**src/rtl/flash_pw_pkg.sv**
```systemverilog
// Shared definitions for the FLASH page write sequencer.
// Assumes a byte-wide host bus and an 18-bit device address.
package flash_pw_pkg;
    typedef enum logic [2:0] {
        SEL_CMD  = 3'd0,
        SEL_BUF  = 3'd1,
        SEL_ALO  = 3'd2,
        SEL_AMID = 3'd3,
        SEL_AHI  = 3'd4,
        SEL_ACLR = 3'd5,
        SEL_DATA = 3'd6
    } host_sel_e;

    typedef enum logic [1:0] {
        PH_IDLE,
        PH_PULSE,
        PH_GAP
    } wphase_e;

    localparam logic [17:0] UNLK_ADDR_A = 18'h05555;
    localparam logic [17:0] UNLK_ADDR_B = 18'h02AAA;
    localparam logic [7:0]  UNLK_D1     = 8'hAA;
    localparam logic [7:0]  UNLK_D2     = 8'h55;
    localparam logic [7:0]  UNLK_D3     = 8'hA0;
endpackage

```
**src/rtl/page_buffer.sv**
```systemverilog
// Page staging memory with an auto-advancing fill pointer.
// Assumes the clear and write requests never arrive in the same cycle.
// The read port is combinational and indexed by the streaming logic.
module page_buffer #(
    parameter int DEPTH  = 256,
    parameter int DATA_W = 8
) (
    input  logic                     clk,
    input  logic                     rst_n,
    input  logic                     clr,
    input  logic                     wr_en,
    input  logic [DATA_W-1:0]        wr_data,
    input  logic [$clog2(DEPTH)-1:0] rd_idx,
    output logic [DATA_W-1:0]        rd_data
);
    localparam int PTR_W = $clog2(DEPTH);

    logic [DATA_W-1:0] mem [DEPTH];
    logic [PTR_W-1:0]  wr_ptr;

    // Fill pointer: cleared on command, advanced on each stored byte.
    always_ff @(posedge clk) begin
        if (!rst_n)     wr_ptr <= '0;
        else if (clr)   wr_ptr <= '0;
        else if (wr_en) wr_ptr <= wr_ptr + 1'b1;
    end

    // Storage: writes one byte at the fill pointer.
    always_ff @(posedge clk) begin
        if (wr_en) mem[wr_ptr] <= wr_data;
    end

    assign rd_data = mem[rd_idx];

    a_r2_ptr_advance: assert property (@(posedge clk) disable iff (!rst_n)
        (wr_en && !clr) |=> (wr_ptr == PTR_W'($past(wr_ptr) + 1'b1)));
endmodule

```
**src/rtl/unlock_tracker.sv**
```systemverilog
// Watches accepted device write cycles for the three-step unlock sequence.
// Raises armed after the third step; consume returns it to the start.
// Any cycle that breaks the order restarts the match.
module unlock_tracker #(
    parameter int ADDR_W = 18
) (
    input  logic              clk,
    input  logic              rst_n,
    input  logic              valid,
    input  logic              consume,
    input  logic [ADDR_W-1:0] wr_addr,
    input  logic [7:0]        wr_data,
    output logic              armed
);
    import flash_pw_pkg::*;

    logic [1:0] step;
    logic is1, is2, is3;

    // Step matchers for the three command cycles.
    always_comb begin
        is1 = (wr_addr == ADDR_W'(UNLK_ADDR_A)) && (wr_data == UNLK_D1);
        is2 = (wr_addr == ADDR_W'(UNLK_ADDR_B)) && (wr_data == UNLK_D2);
        is3 = (wr_addr == ADDR_W'(UNLK_ADDR_A)) && (wr_data == UNLK_D3);
    end

    // Sequence position: advances on a matching cycle, restarts otherwise.
    always_ff @(posedge clk) begin
        if (!rst_n)       step <= 2'd0;
        else if (consume) step <= 2'd0;
        else if (valid) begin
            case (step)
                2'd1:    step <= is2 ? 2'd2 : (is1 ? 2'd1 : 2'd0);
                2'd2:    step <= is3 ? 2'd3 : (is1 ? 2'd1 : 2'd0);
                default: step <= is1 ? 2'd1 : 2'd0;
            endcase
        end
    end

    assign armed = (step == 2'd3);
endmodule

```
**src/rtl/flash_cycle_engine.sv**
```systemverilog
// Generates one timed device write cycle per start request.
// Latches address and data, holds write-enable low for PULSE_CYC clocks,
// then keeps it high for GAP_CYC clocks. Assumes start only while idle.
module flash_cycle_engine #(
    parameter int ADDR_W    = 18,
    parameter int DATA_W    = 8,
    parameter int PULSE_CYC = 4,
    parameter int GAP_CYC   = 2
) (
    input  logic              clk,
    input  logic              rst_n,
    input  logic              start,
    input  logic [ADDR_W-1:0] addr_in,
    input  logic [DATA_W-1:0] data_in,
    output logic [ADDR_W-1:0] addr_out,
    output logic [DATA_W-1:0] data_out,
    output logic              we_n,
    output logic              ce_n,
    output logic              busy,
    output logic              cyc_done
);
    import flash_pw_pkg::*;

    localparam int MAXC  = (PULSE_CYC > GAP_CYC) ? PULSE_CYC : GAP_CYC;
    localparam int CNT_W = $clog2(MAXC + 1);

    wphase_e          phase;
    logic [CNT_W-1:0] cnt;

    // Phase sequencing: idle, strobe low, recovery gap.
    always_ff @(posedge clk) begin
        if (!rst_n) begin
            phase <= PH_IDLE;
            cnt   <= '0;
        end else begin
            case (phase)
                PH_IDLE: if (start) begin
                    phase <= PH_PULSE;
                    cnt   <= CNT_W'(PULSE_CYC - 1);
                end
                PH_PULSE: if (cnt == '0) begin
                    phase <= PH_GAP;
                    cnt   <= CNT_W'(GAP_CYC - 1);
                end else cnt <= cnt - 1'b1;
                PH_GAP: if (cnt == '0) phase <= PH_IDLE;
                        else cnt <= cnt - 1'b1;
                default: phase <= PH_IDLE;
            endcase
        end
    end

    // Output latches: hold address and data for the whole cycle.
    always_ff @(posedge clk) begin
        if (!rst_n) begin
            addr_out <= '0;
            data_out <= '0;
        end else if (start && phase == PH_IDLE) begin
            addr_out <= addr_in;
            data_out <= data_in;
        end
    end

    assign we_n     = (phase != PH_PULSE);
    assign ce_n     = (phase != PH_PULSE);
    assign busy     = (phase != PH_IDLE);
    assign cyc_done = (phase == PH_GAP) && (cnt == '0);

    // Checker: counts consecutive low clocks of the write strobe.
    logic [CNT_W:0] chk_len;
    always_ff @(posedge clk) begin
        if (!rst_n)    chk_len <= '0;
        else if (!we_n) chk_len <= (chk_len == '1) ? chk_len : chk_len + 1'b1;
        else           chk_len <= '0;
    end

    a_r5_pulse_max: assert property (@(posedge clk) disable iff (!rst_n)
        !we_n |-> (chk_len < (CNT_W+1)'(PULSE_CYC)));
    a_r5_pulse_exact: assert property (@(posedge clk) disable iff (!rst_n)
        $rose(we_n) |-> (chk_len == (CNT_W+1)'(PULSE_CYC)));
endmodule

```
**src/rtl/flash_page_writer.sv**
```systemverilog
// Top of the FLASH page write sequencer.
// Decodes host register writes, assembles the device address, qualifies
// the page launch with the unlock tracker and steps through the buffer
// one timed write cycle at a time. Assumes one host write per strobe.
module flash_page_writer #(
    parameter int ADDR_W     = 18,
    parameter int PAGE_BYTES = 256,
    parameter int PULSE_CYC  = 4,
    parameter int GAP_CYC    = 2
) (
    input  logic              clk,
    input  logic              rst_n,
    input  logic              host_wr,
    input  logic [2:0]        host_sel,
    input  logic [7:0]        host_wdata,
    output logic [ADDR_W-1:0] flash_addr,
    output logic [7:0]        flash_dq,
    output logic              flash_we_n,
    output logic              flash_ce_n,
    output logic              page_sent
);
    import flash_pw_pkg::*;

    localparam int PTR_W = $clog2(PAGE_BYTES);
    localparam int HI_W  = ADDR_W - 16;

    logic              wr_cmd, wr_buf, wr_lo, wr_mid, wr_hi, wr_clr, wr_data;
    logic              streaming, owned, armed, trigger;
    logic              eng_busy, eng_done, eng_start, direct_start, stream_start;
    logic [PTR_W-1:0]  idx;
    logic [ADDR_W-1:0] addr_reg, eng_addr;
    logic [7:0]        buf_rd, eng_data;

    // Host decode: one strobe per register select.
    always_comb begin
        wr_cmd  = host_wr && (host_sel == SEL_CMD);
        wr_buf  = host_wr && (host_sel == SEL_BUF);
        wr_lo   = host_wr && (host_sel == SEL_ALO);
        wr_mid  = host_wr && (host_sel == SEL_AMID);
        wr_hi   = host_wr && (host_sel == SEL_AHI);
        wr_clr  = host_wr && (host_sel == SEL_ACLR);
        wr_data = host_wr && (host_sel == SEL_DATA);
    end

    // Cycle requests: direct data-port writes or the next page byte.
    always_comb begin
        trigger      = wr_hi && armed && !streaming;
        direct_start = wr_data && !streaming && !eng_busy;
        stream_start = streaming && !eng_busy;
        eng_start    = direct_start || stream_start;
        eng_addr     = streaming ? addr_reg + ADDR_W'(idx) : addr_reg;
        eng_data     = streaming ? buf_rd : host_wdata;
    end

    // Address register: byte-field updates, frozen during a stream.
    always_ff @(posedge clk) begin
        if (!rst_n) addr_reg <= '0;
        else if (!streaming) begin
            if (wr_clr)      addr_reg <= '0;
            else if (wr_lo)  addr_reg[7:0]         <= host_wdata;
            else if (wr_mid) addr_reg[15:8]        <= host_wdata;
            else if (wr_hi)  addr_reg[ADDR_W-1:16] <= host_wdata[HI_W-1:0];
        end
    end

    // Stream control: walks the page index and reports completion.
    always_ff @(posedge clk) begin
        if (!rst_n) begin
            streaming <= 1'b0;
            idx       <= '0;
            page_sent <= 1'b0;
            owned     <= 1'b0;
        end else begin
            if (eng_start) owned <= stream_start;
            if (trigger) begin
                streaming <= 1'b1;
                idx       <= '0;
                page_sent <= 1'b0;
            end else if (streaming && eng_done && owned) begin
                if (idx == PTR_W'(PAGE_BYTES - 1)) begin
                    streaming <= 1'b0;
                    page_sent <= 1'b1;
                end else idx <= idx + 1'b1;
            end
        end
    end

    page_buffer #(.DEPTH(PAGE_BYTES), .DATA_W(8)) u_buf (
        .clk(clk), .rst_n(rst_n),
        .clr(wr_cmd && host_wdata[0] && !streaming),
        .wr_en(wr_buf && !streaming),
        .wr_data(host_wdata),
        .rd_idx(idx), .rd_data(buf_rd)
    );

    unlock_tracker #(.ADDR_W(ADDR_W)) u_unlock (
        .clk(clk), .rst_n(rst_n),
        .valid(direct_start), .consume(trigger),
        .wr_addr(addr_reg), .wr_data(host_wdata),
        .armed(armed)
    );

    flash_cycle_engine #(.ADDR_W(ADDR_W), .DATA_W(8),
                         .PULSE_CYC(PULSE_CYC), .GAP_CYC(GAP_CYC)) u_eng (
        .clk(clk), .rst_n(rst_n), .start(eng_start),
        .addr_in(eng_addr), .data_in(eng_data),
        .addr_out(flash_addr), .data_out(flash_dq),
        .we_n(flash_we_n), .ce_n(flash_ce_n),
        .busy(eng_busy), .cyc_done(eng_done)
    );

    a_r9_addr_frozen: assert property (@(posedge clk) disable iff (!rst_n)
        streaming |=> $stable(addr_reg));
    a_r6_launch_armed: assert property (@(posedge clk) disable iff (!rst_n)
        $rose(streaming) |-> ($past(armed) && $past(wr_hi)));
    a_r8_sent_at_end: assert property (@(posedge clk) disable iff (!rst_n)
        $rose(page_sent) |-> ($past(streaming) && !streaming));
endmodule

```
**config.mk**
```make
export PLATFORM = sky130hd
export DESIGN_NAME = flash_page_writer
export DESIGN_NICKNAME = d
export VERILOG_FILES = /design/src/rtl/flash_pw_pkg.sv /design/src/rtl/page_buffer.sv /design/src/rtl/unlock_tracker.sv /design/src/rtl/flash_cycle_engine.sv /design/src/rtl/flash_page_writer.sv
export SDC_FILE = /design/constraint.sdc
export NUM_CORES = 2
export LEC_CHECK = 0
export ABC_CLOCK_PERIOD_IN_PS = 2700
export CAP_MARGIN = 20
export CORE_UTILIZATION = 59
export CTS_BUF_LIST = sky130_fd_sc_hd__clkbuf_2
export DETAILED_ROUTE_END_ITERATION = 10
export HOLD_SLACK_MARGIN = 0.1
export PLACE_DENSITY = 0.78
export SLEW_MARGIN = 20
export SYNTH_ARGS = -nofsm -noshare
export SYNTH_HDL_FRONTEND = slang
export SYNTH_SLANG_ARGS = --single-unit
```
**constraint.sdc**
```tcl
create_clock -name clk -period 2.7 [get_ports clk]
set_input_delay 0.54 -clock clk [delete_from_list [all_inputs] [get_ports clk]]
set_output_delay 0.54 -clock clk [all_outputs]
set_load 0.01 [all_outputs]
```
; ---- After elaboration in Yosys (flattened, before gate mapping)
; Memories as Yosys holds them, arrays and structs flattened. A register that Yosys moved wholly into a read port is not among the register bits.
; Cells that the tools add are included.
[classes]
n_eq_ne = 24
multipliers = 0
reduce_logical = 45
n_lt_le_gt_ge = 0
n_mux = 27
n_div = 0
bitwise = 3
shift = 0
addsub = 4
[ops]
columns = operator, count
row1 = $mux W8, 5
row2 = $mux W18, 2
row3 = $eq A8 B8 Y1 const B, 3
row4 = $logic_and A1 B1 Y1, 22
row5 = $add A18 B8 Y18, 1
row6 = $eq A18 B14 Y1 const B, 1
row7 = $eq A18 B15 Y1 const B, 1
row8 = $add A8 B1 Y8 const B, 2
row9 = $mux W2, 7
row10 = $reduce_bool A2 Y1, 6
row11 = $mux W10, 1
row12 = $ne A2 B1 Y1 const B, 5
row13 = $eq A3 B3 Y1 const B, 3
row14 = $mux W3, 3
row15 = $pmux W3 S3, 1
row16 = $reduce_and A3 Y1, 3
row17 = $eq A8 B7 Y1 const B, 1
row18 = $reduce_and A2 Y1, 4
row19 = $eq A2 B2 Y1 const B, 3
row20 = $eq A3 B2 Y1 const B, 2
row21 = $logic_not A3 Y1, 2
row22 = $mux W1, 6
row23 = $pmux W2 S3, 1
row24 = $eq A2 B1 Y1 const B, 2
row25 = 11 further kinds, 16
[totals]
ramBits = 2048
word_cells = 117
rom_bits = 0
out_inout_bits = 29
reg_bits = 70
input_bits = 14
latchBits = 0
n_memories = 1
[memory_table]
columns = name, words, word_bits, rd, rd_clocked_by_memory_dff, write_ports, line
row1 = u_buf.mem, 256, 8, 1, 1, 1, page_buffer.sv:18  ; logic [DATA_W-1:0] mem [DEPTH];

; ---- Logic depth before layout (Yosys ltp)
[logic_depth]
word_depth = 7
mapped_depth = 12
mapped_depth_nobuf = 9

; ---- Modules after synthesis
; A second synthesis with hierarchy kept.
[unflattened]
hier_cells = 4265
area_unflattened_um2 = 83408.7
[modules_own_cells]
columns = mod, area_per_inst_um2, n_inst, cells_each, seq_area_each_um2
row1 = page_buffer, 79716.5, 1, 3840, 61659.1
row2 = flash_page_writer, 2092.0, 1, 230, 580.6
row3 = flash_cycle_engine, 1278.7, 1, 159, 620.6
row4 = unlock_tracker, 321.6, 1, 36, 40.0

; ---- Worst setup path after synthesis
; Ideal clock, no wire load.
[synth_path]
path_kind = input-to-reg
start = input host_sel[2]
end = memory u_buf.mem[219][0] (enable)
path_slack_ps = 86
cell_stages = 6
required_time_ps = 2330
path_buffers = 2
t_arrival_ps = 2244
path_cell_list = nor3b_1 > and3b_1 > clkbuf_1 > nand3_1 > clkbuf_1 > nor2_1
[synth_between]
elab_chain_len = 5
[synth_rtl]
columns = item, line
row1 = "start, declared", flash_page_writer.sv:14  ; input logic [2:0] host_sel,
row2 = $eq A3 B1 Y1, flash_page_writer.sv:37  ; wr_buf = host_wr && (host_sel == SEL_BUF);
row3 = $logic_and A1 B1 Y1, flash_page_writer.sv:37
row4 = $logic_and A1 B1 Y1, flash_page_writer.sv:91  ; .wr_en(wr_buf && !streaming),
row5 = $mux W1, page_buffer.sv:30  ; if (wr_en) mem[wr_ptr] <= wr_data;
row6 = $mux W1 (not written as such), page_buffer.sv:30
row7 = "end, declared", page_buffer.sv:18
; Every way passes these cells.

; ---- Worst setup path in the final report
[layout_path]
start = register u_eng.phase[1]
end = output flash_ce_n
[layout_between]
elab_chain_len = 1
[layout_rtl]
columns = item, line
row1 = "start, declared", flash_cycle_engine.sv:27  ; wphase_e phase;
row2 = "start signal, assigned", flash_cycle_engine.sv:33  ; phase <= PH_IDLE;
row3 = "start signal, assigned", flash_cycle_engine.sv:38  ; phase <= PH_PULSE;
row4 = "start signal, assigned", flash_cycle_engine.sv:42  ; phase <= PH_GAP;
row5 = $ne A2 B1 Y1, flash_cycle_engine.sv:64  ; assign ce_n = (phase != PH_PULSE);
row6 = "end, declared", flash_page_writer.sv:19  ; output logic flash_ce_n,
; Every way passes these cells.

==> impl_results.md <==
- Maximum clock skew at final layout: approximately 0.22 ns
- Netlist cell types: 64
- Failing checks: negative setup slack
- Startpoint type of the worst setup path: flop
- Area Overhead vs Synth: 17.9%
- Die footprint: 142,000 µm²
- Filler cells: roughly 8,000
- Final net count: 5,209
- Endpoint type of the worst setup path: output port
- Async SR Flop Fraction: 0%
- Detailed Routing Iterations Pass 1: 8
- Final Hold Slack: 0.270 ns
- Largest fanout on the critical path: 3
- Critical path arrival: around 2.6 ns
- Number of buffers created by CTS: ~500
- Max Freq: roughly 0.31 GHz
- Rows: roughly 140
- Count of pins on the block boundary: 43
- Die Wd: 377 µm
- Count of routing violations after the opening detailed-route iteration: roughly 7,000
- Hold path start: host_wdata[3]
- Max reg flops: 2,048
- Initial core utilization: between 50% and 60%
- Maximum clock insertion buffer count: 4
- Register clock-pin slew on the reported worst setup and hold paths: around 0.10 ns
- Design Power: 56,700 µW
- Weighted congestion at the end of routability-driven global placement: roughly 0.9
- Minimum period implied by the final worst setup slack: 3.18 ns
- Number of buffers added on ports: 42
- Worst-case setup margin in the final layout: -0.484 ns
- Cell-internal power: around 44,000 µW
- Static Leakage: ~0.032 µW
- Clock power frac: between 30% and 40%
- Internal reg-to-reg setup slack: -0.40 ns
- Number of synthesized flops with an enable pin: 2,048
- DP Wirelength: 130,000 µm
- Final standard cell count with taps included and fillers excluded: 7,433
- RSZ-0062 raised after global routing: true
- Sequential cell fraction of total power: 63.8%
- CP Data Required Time: between 2 and 2.5 ns
- Total core area: approximately 140,000 µm²
- Maximum cell stage delay along the critical path: roughly 0.36 ns
- Synth warn: 0
- IR drop worst, VDD: roughly 0.00046 V
- Number of cells traversed by the worst hold path: 4
- Clock sink total: ~2,100
- Path type of the worst setup path: flop to output port
- Combinational share of power: around 2.2%
- NetSw: around 13,000 µW
- Latest clock arrival within the worst-skew pair: 1.92 ns
- Largest net degree at the start of global routing: about 120
- Routed via count divided by cell count: between 6 and 7
- R2r endpoint: u_eng.data_out[0]$_SDFFE_PN0P_
- Top library cells by usage in the layout, fill and taps aside: 2,048 x sky130_fd_sc_hd__edfxtp_1, 715 x sky130_fd_sc_hd__clkbuf_2, 647 x sky130_fd_sc_hd__buf_4
- Worst-margin pin slew: approximately 1.3 ns
- Synthesized netlist net count: slightly above 4,000
- Most frequently used flop master after synthesis: sky130_fd_sc_hd__edfxtp_1
- Most frequent standard cell in the layout excluding fill and tap cells: sky130_fd_sc_hd__edfxtp_1
- CTS tree: done
- GRT Resource Usage Total: between 20% and 30%
- Initial antenna violation count: 5
- Max-slew headroom at the worst pin: roughly 15%
- Number of global-route vias before repair: between 40,000 and 50,000
- Part of the cycle the worst path needs: 118%
- Power density normalized to cell area: 582 nW/µm²
- HP Class: input pin to flop
- Setup violators final: 37
- Number of failing hold endpoints at the final stage: 0
- Cells along the critical path: inv_2 > ha_4 > inv_4 > buf_6
- Root buffer cell: sky130_fd_sc_hd__clkbuf_2
- Seq/Total Area, Yosys: roughly 76%
- Count of nets left with antenna violations after detail routing: 0
- Placed Cells incl. Taps: 6,376
- Total length of routed wires: between 200,000 and 250,000 µm
- Maximum Capacitance Violations: 0
- CTS HTree Levels: 5
- Routed wire length per instance: between 20 and 30 µm
- Residual DRC: 0
- Number of cells on the worst reg-to-reg path: 13
- Via count: between 40,000 and 50,000
- Switching share of power: 23.3%
- Count of mapped cells out of synthesis: a little over 4,000
- Height of the chip: between 300 and 400 µm
- Area of the mapped netlist: slightly above 80,000 µm²
- Cell with the largest stage delay on the worst path: sky130_fd_sc_hd__dfxtp_2
- Number of synthesized register bits: 2,126
- Outcome: complete, but fails checks
- Mean post-synth cell area: a little over 20 µm²
- Total global routing overflow: 0
- Worst slack, placed: -0.991 ns
- First-pass GRT wire length: ~300,000 µm
- Number of pins exceeding their max-slew limit in the final report: 0
- Share of cells above drive strength 1: about two fifths
- Worst-case hold path end point: u_buf.mem[112][3]$_DFFE_PP_
[metrics by stage]
| stage | setup TNS, ns | util [%] | cell area, µm² |
|---|---|---|---|
| 2_1_floorplan | 0 | - | 82800 |
| 3_3_place_gp | -206.26 | 64.6 | 90000 |
| 3_5_place_dp | -312.94 | 64.6 | 90000 |
| 4_1_cts | -13.33 | 69.1 | 96400 |
| 5_1_grt | -11.81 | 70.0 | 97500 |
| 6_report | -8.70 | 70.0 | 97600 |
[worst max-delay path by stage]
stage | end | start
final | flash_ce_n | u_eng.phase[1]$_SDFFE_PN0P_
after global routing | flash_we_n | u_eng.phase[1]$_SDFFE_PN0P_
after CTS | flash_ce_n | u_eng.phase[1]$_SDFFE_PN0P_
after detailed placement | u_eng.data_out[5]$_SDFFE_PN0P_ | flop
after global placement | u_eng.data_out[5]$_SDFFE_PN0P_ | flop
after floorplan | u_buf.mem[219][0]$_DFFE_PP_ | host_sel[2]
[worst max-delay path: cells and delay by family, from the launching register on]
kind,cells,cell delay [ns]
flip-flops,1,0.36
buffers and inverters,3,0.20
adder cells (fa/ha/maj),1,0.16
[cell usage after synthesis (all sizes together) (12+ instances only)]
master   number  area share [%]
clkbuf      129            0.59
or3          15            0.11
nand3        37            0.22
o211ai       17            0.15
a21oi        43            0.26
mux2i        84             1.0
o221ai       16            0.17
inv          24            0.11
o21ai        57            0.34
a22o         28            0.30
a211oi       50            0.45
buf         123            0.89
nand4        13           0.098
o22ai        26            0.20
nor3         37            0.22
mux2         34            0.46
dfxtp        78             1.9
a221oi       36            0.39
edfxtp     2048              74
mux4        491              13
a22oi        79            0.72
ha           23            0.35
a2111oi      17            0.18
a311oi       12            0.13
nor2        351             1.6
nand2        64            0.29
nor2b        36            0.27
[power groups by stage]
stage               Clock (µW)  Combinational, µW  Sequential, µW
finish                   19300               1240           36200
global route             21200               1300           36200
CTS                      19500               1200           36200
detailed placement           0               1080           36900
global placement             0               1020           36900
floorplan                    0                247           36900
[kinds of logic after synthesis]
group	Yosys count	share of synthesized area, %
flops	2126	76.2
mux	609	14.8
simple gates	588	3.14
compound gates	425	3.71
buf+inv	276	1.59
fa+ha+maj	24	0.372
xor+xnor	17	0.180
[area by class of cell]
| type | instances | area [µm²] | area share (%) |
|---|---|---|---|
| Tap cell | 1876 | 2350 | 2.41 |
| Clock buffer | 715 | 3580 | 3.67 |
| Timing Repair Buffer | 860 | 8350 | 8.56 |
| Clock inverter | 160 | 618 | 0.634 |
| Inverter | 24 | 92.6 | 0.0949 |
| Sequential cell | 2126 | 63100 | 64.7 |
| Antenna cell | 8 | 20.0 | 0.0205 |
| Multi-Input combinational cell | 1664 | 19400 | 19.9 |
[routing by layer]
layer | vias up | GRT usage [%] | wire, µm
met3 | 494 | 7.45 | 25200
li1 | 19500 | - | -
met5 | - | 0 | 7
met1 | 24100 | 40.1 | 75000
met4 | 2 | 12.9 | 8730
met2 | 3564 | 47.3 | 105000
[what timing repair did]
| action | 4_1_cts | 5_1_grt |
|---|---|---|
| endpoints found under the hold margin | 2138 | 0 |
| gates resized for setup | 349 | 123 |
| buffers inserted | 62 | 63 |
| hold buffers | 45 | 0 |
| gates cloned | 11 | 7 |
| setup endpoints to repair | 41 | 49 |
| pin swaps | 38 | 57 |
Note: power is estimated with default switching activity, not from simulation.
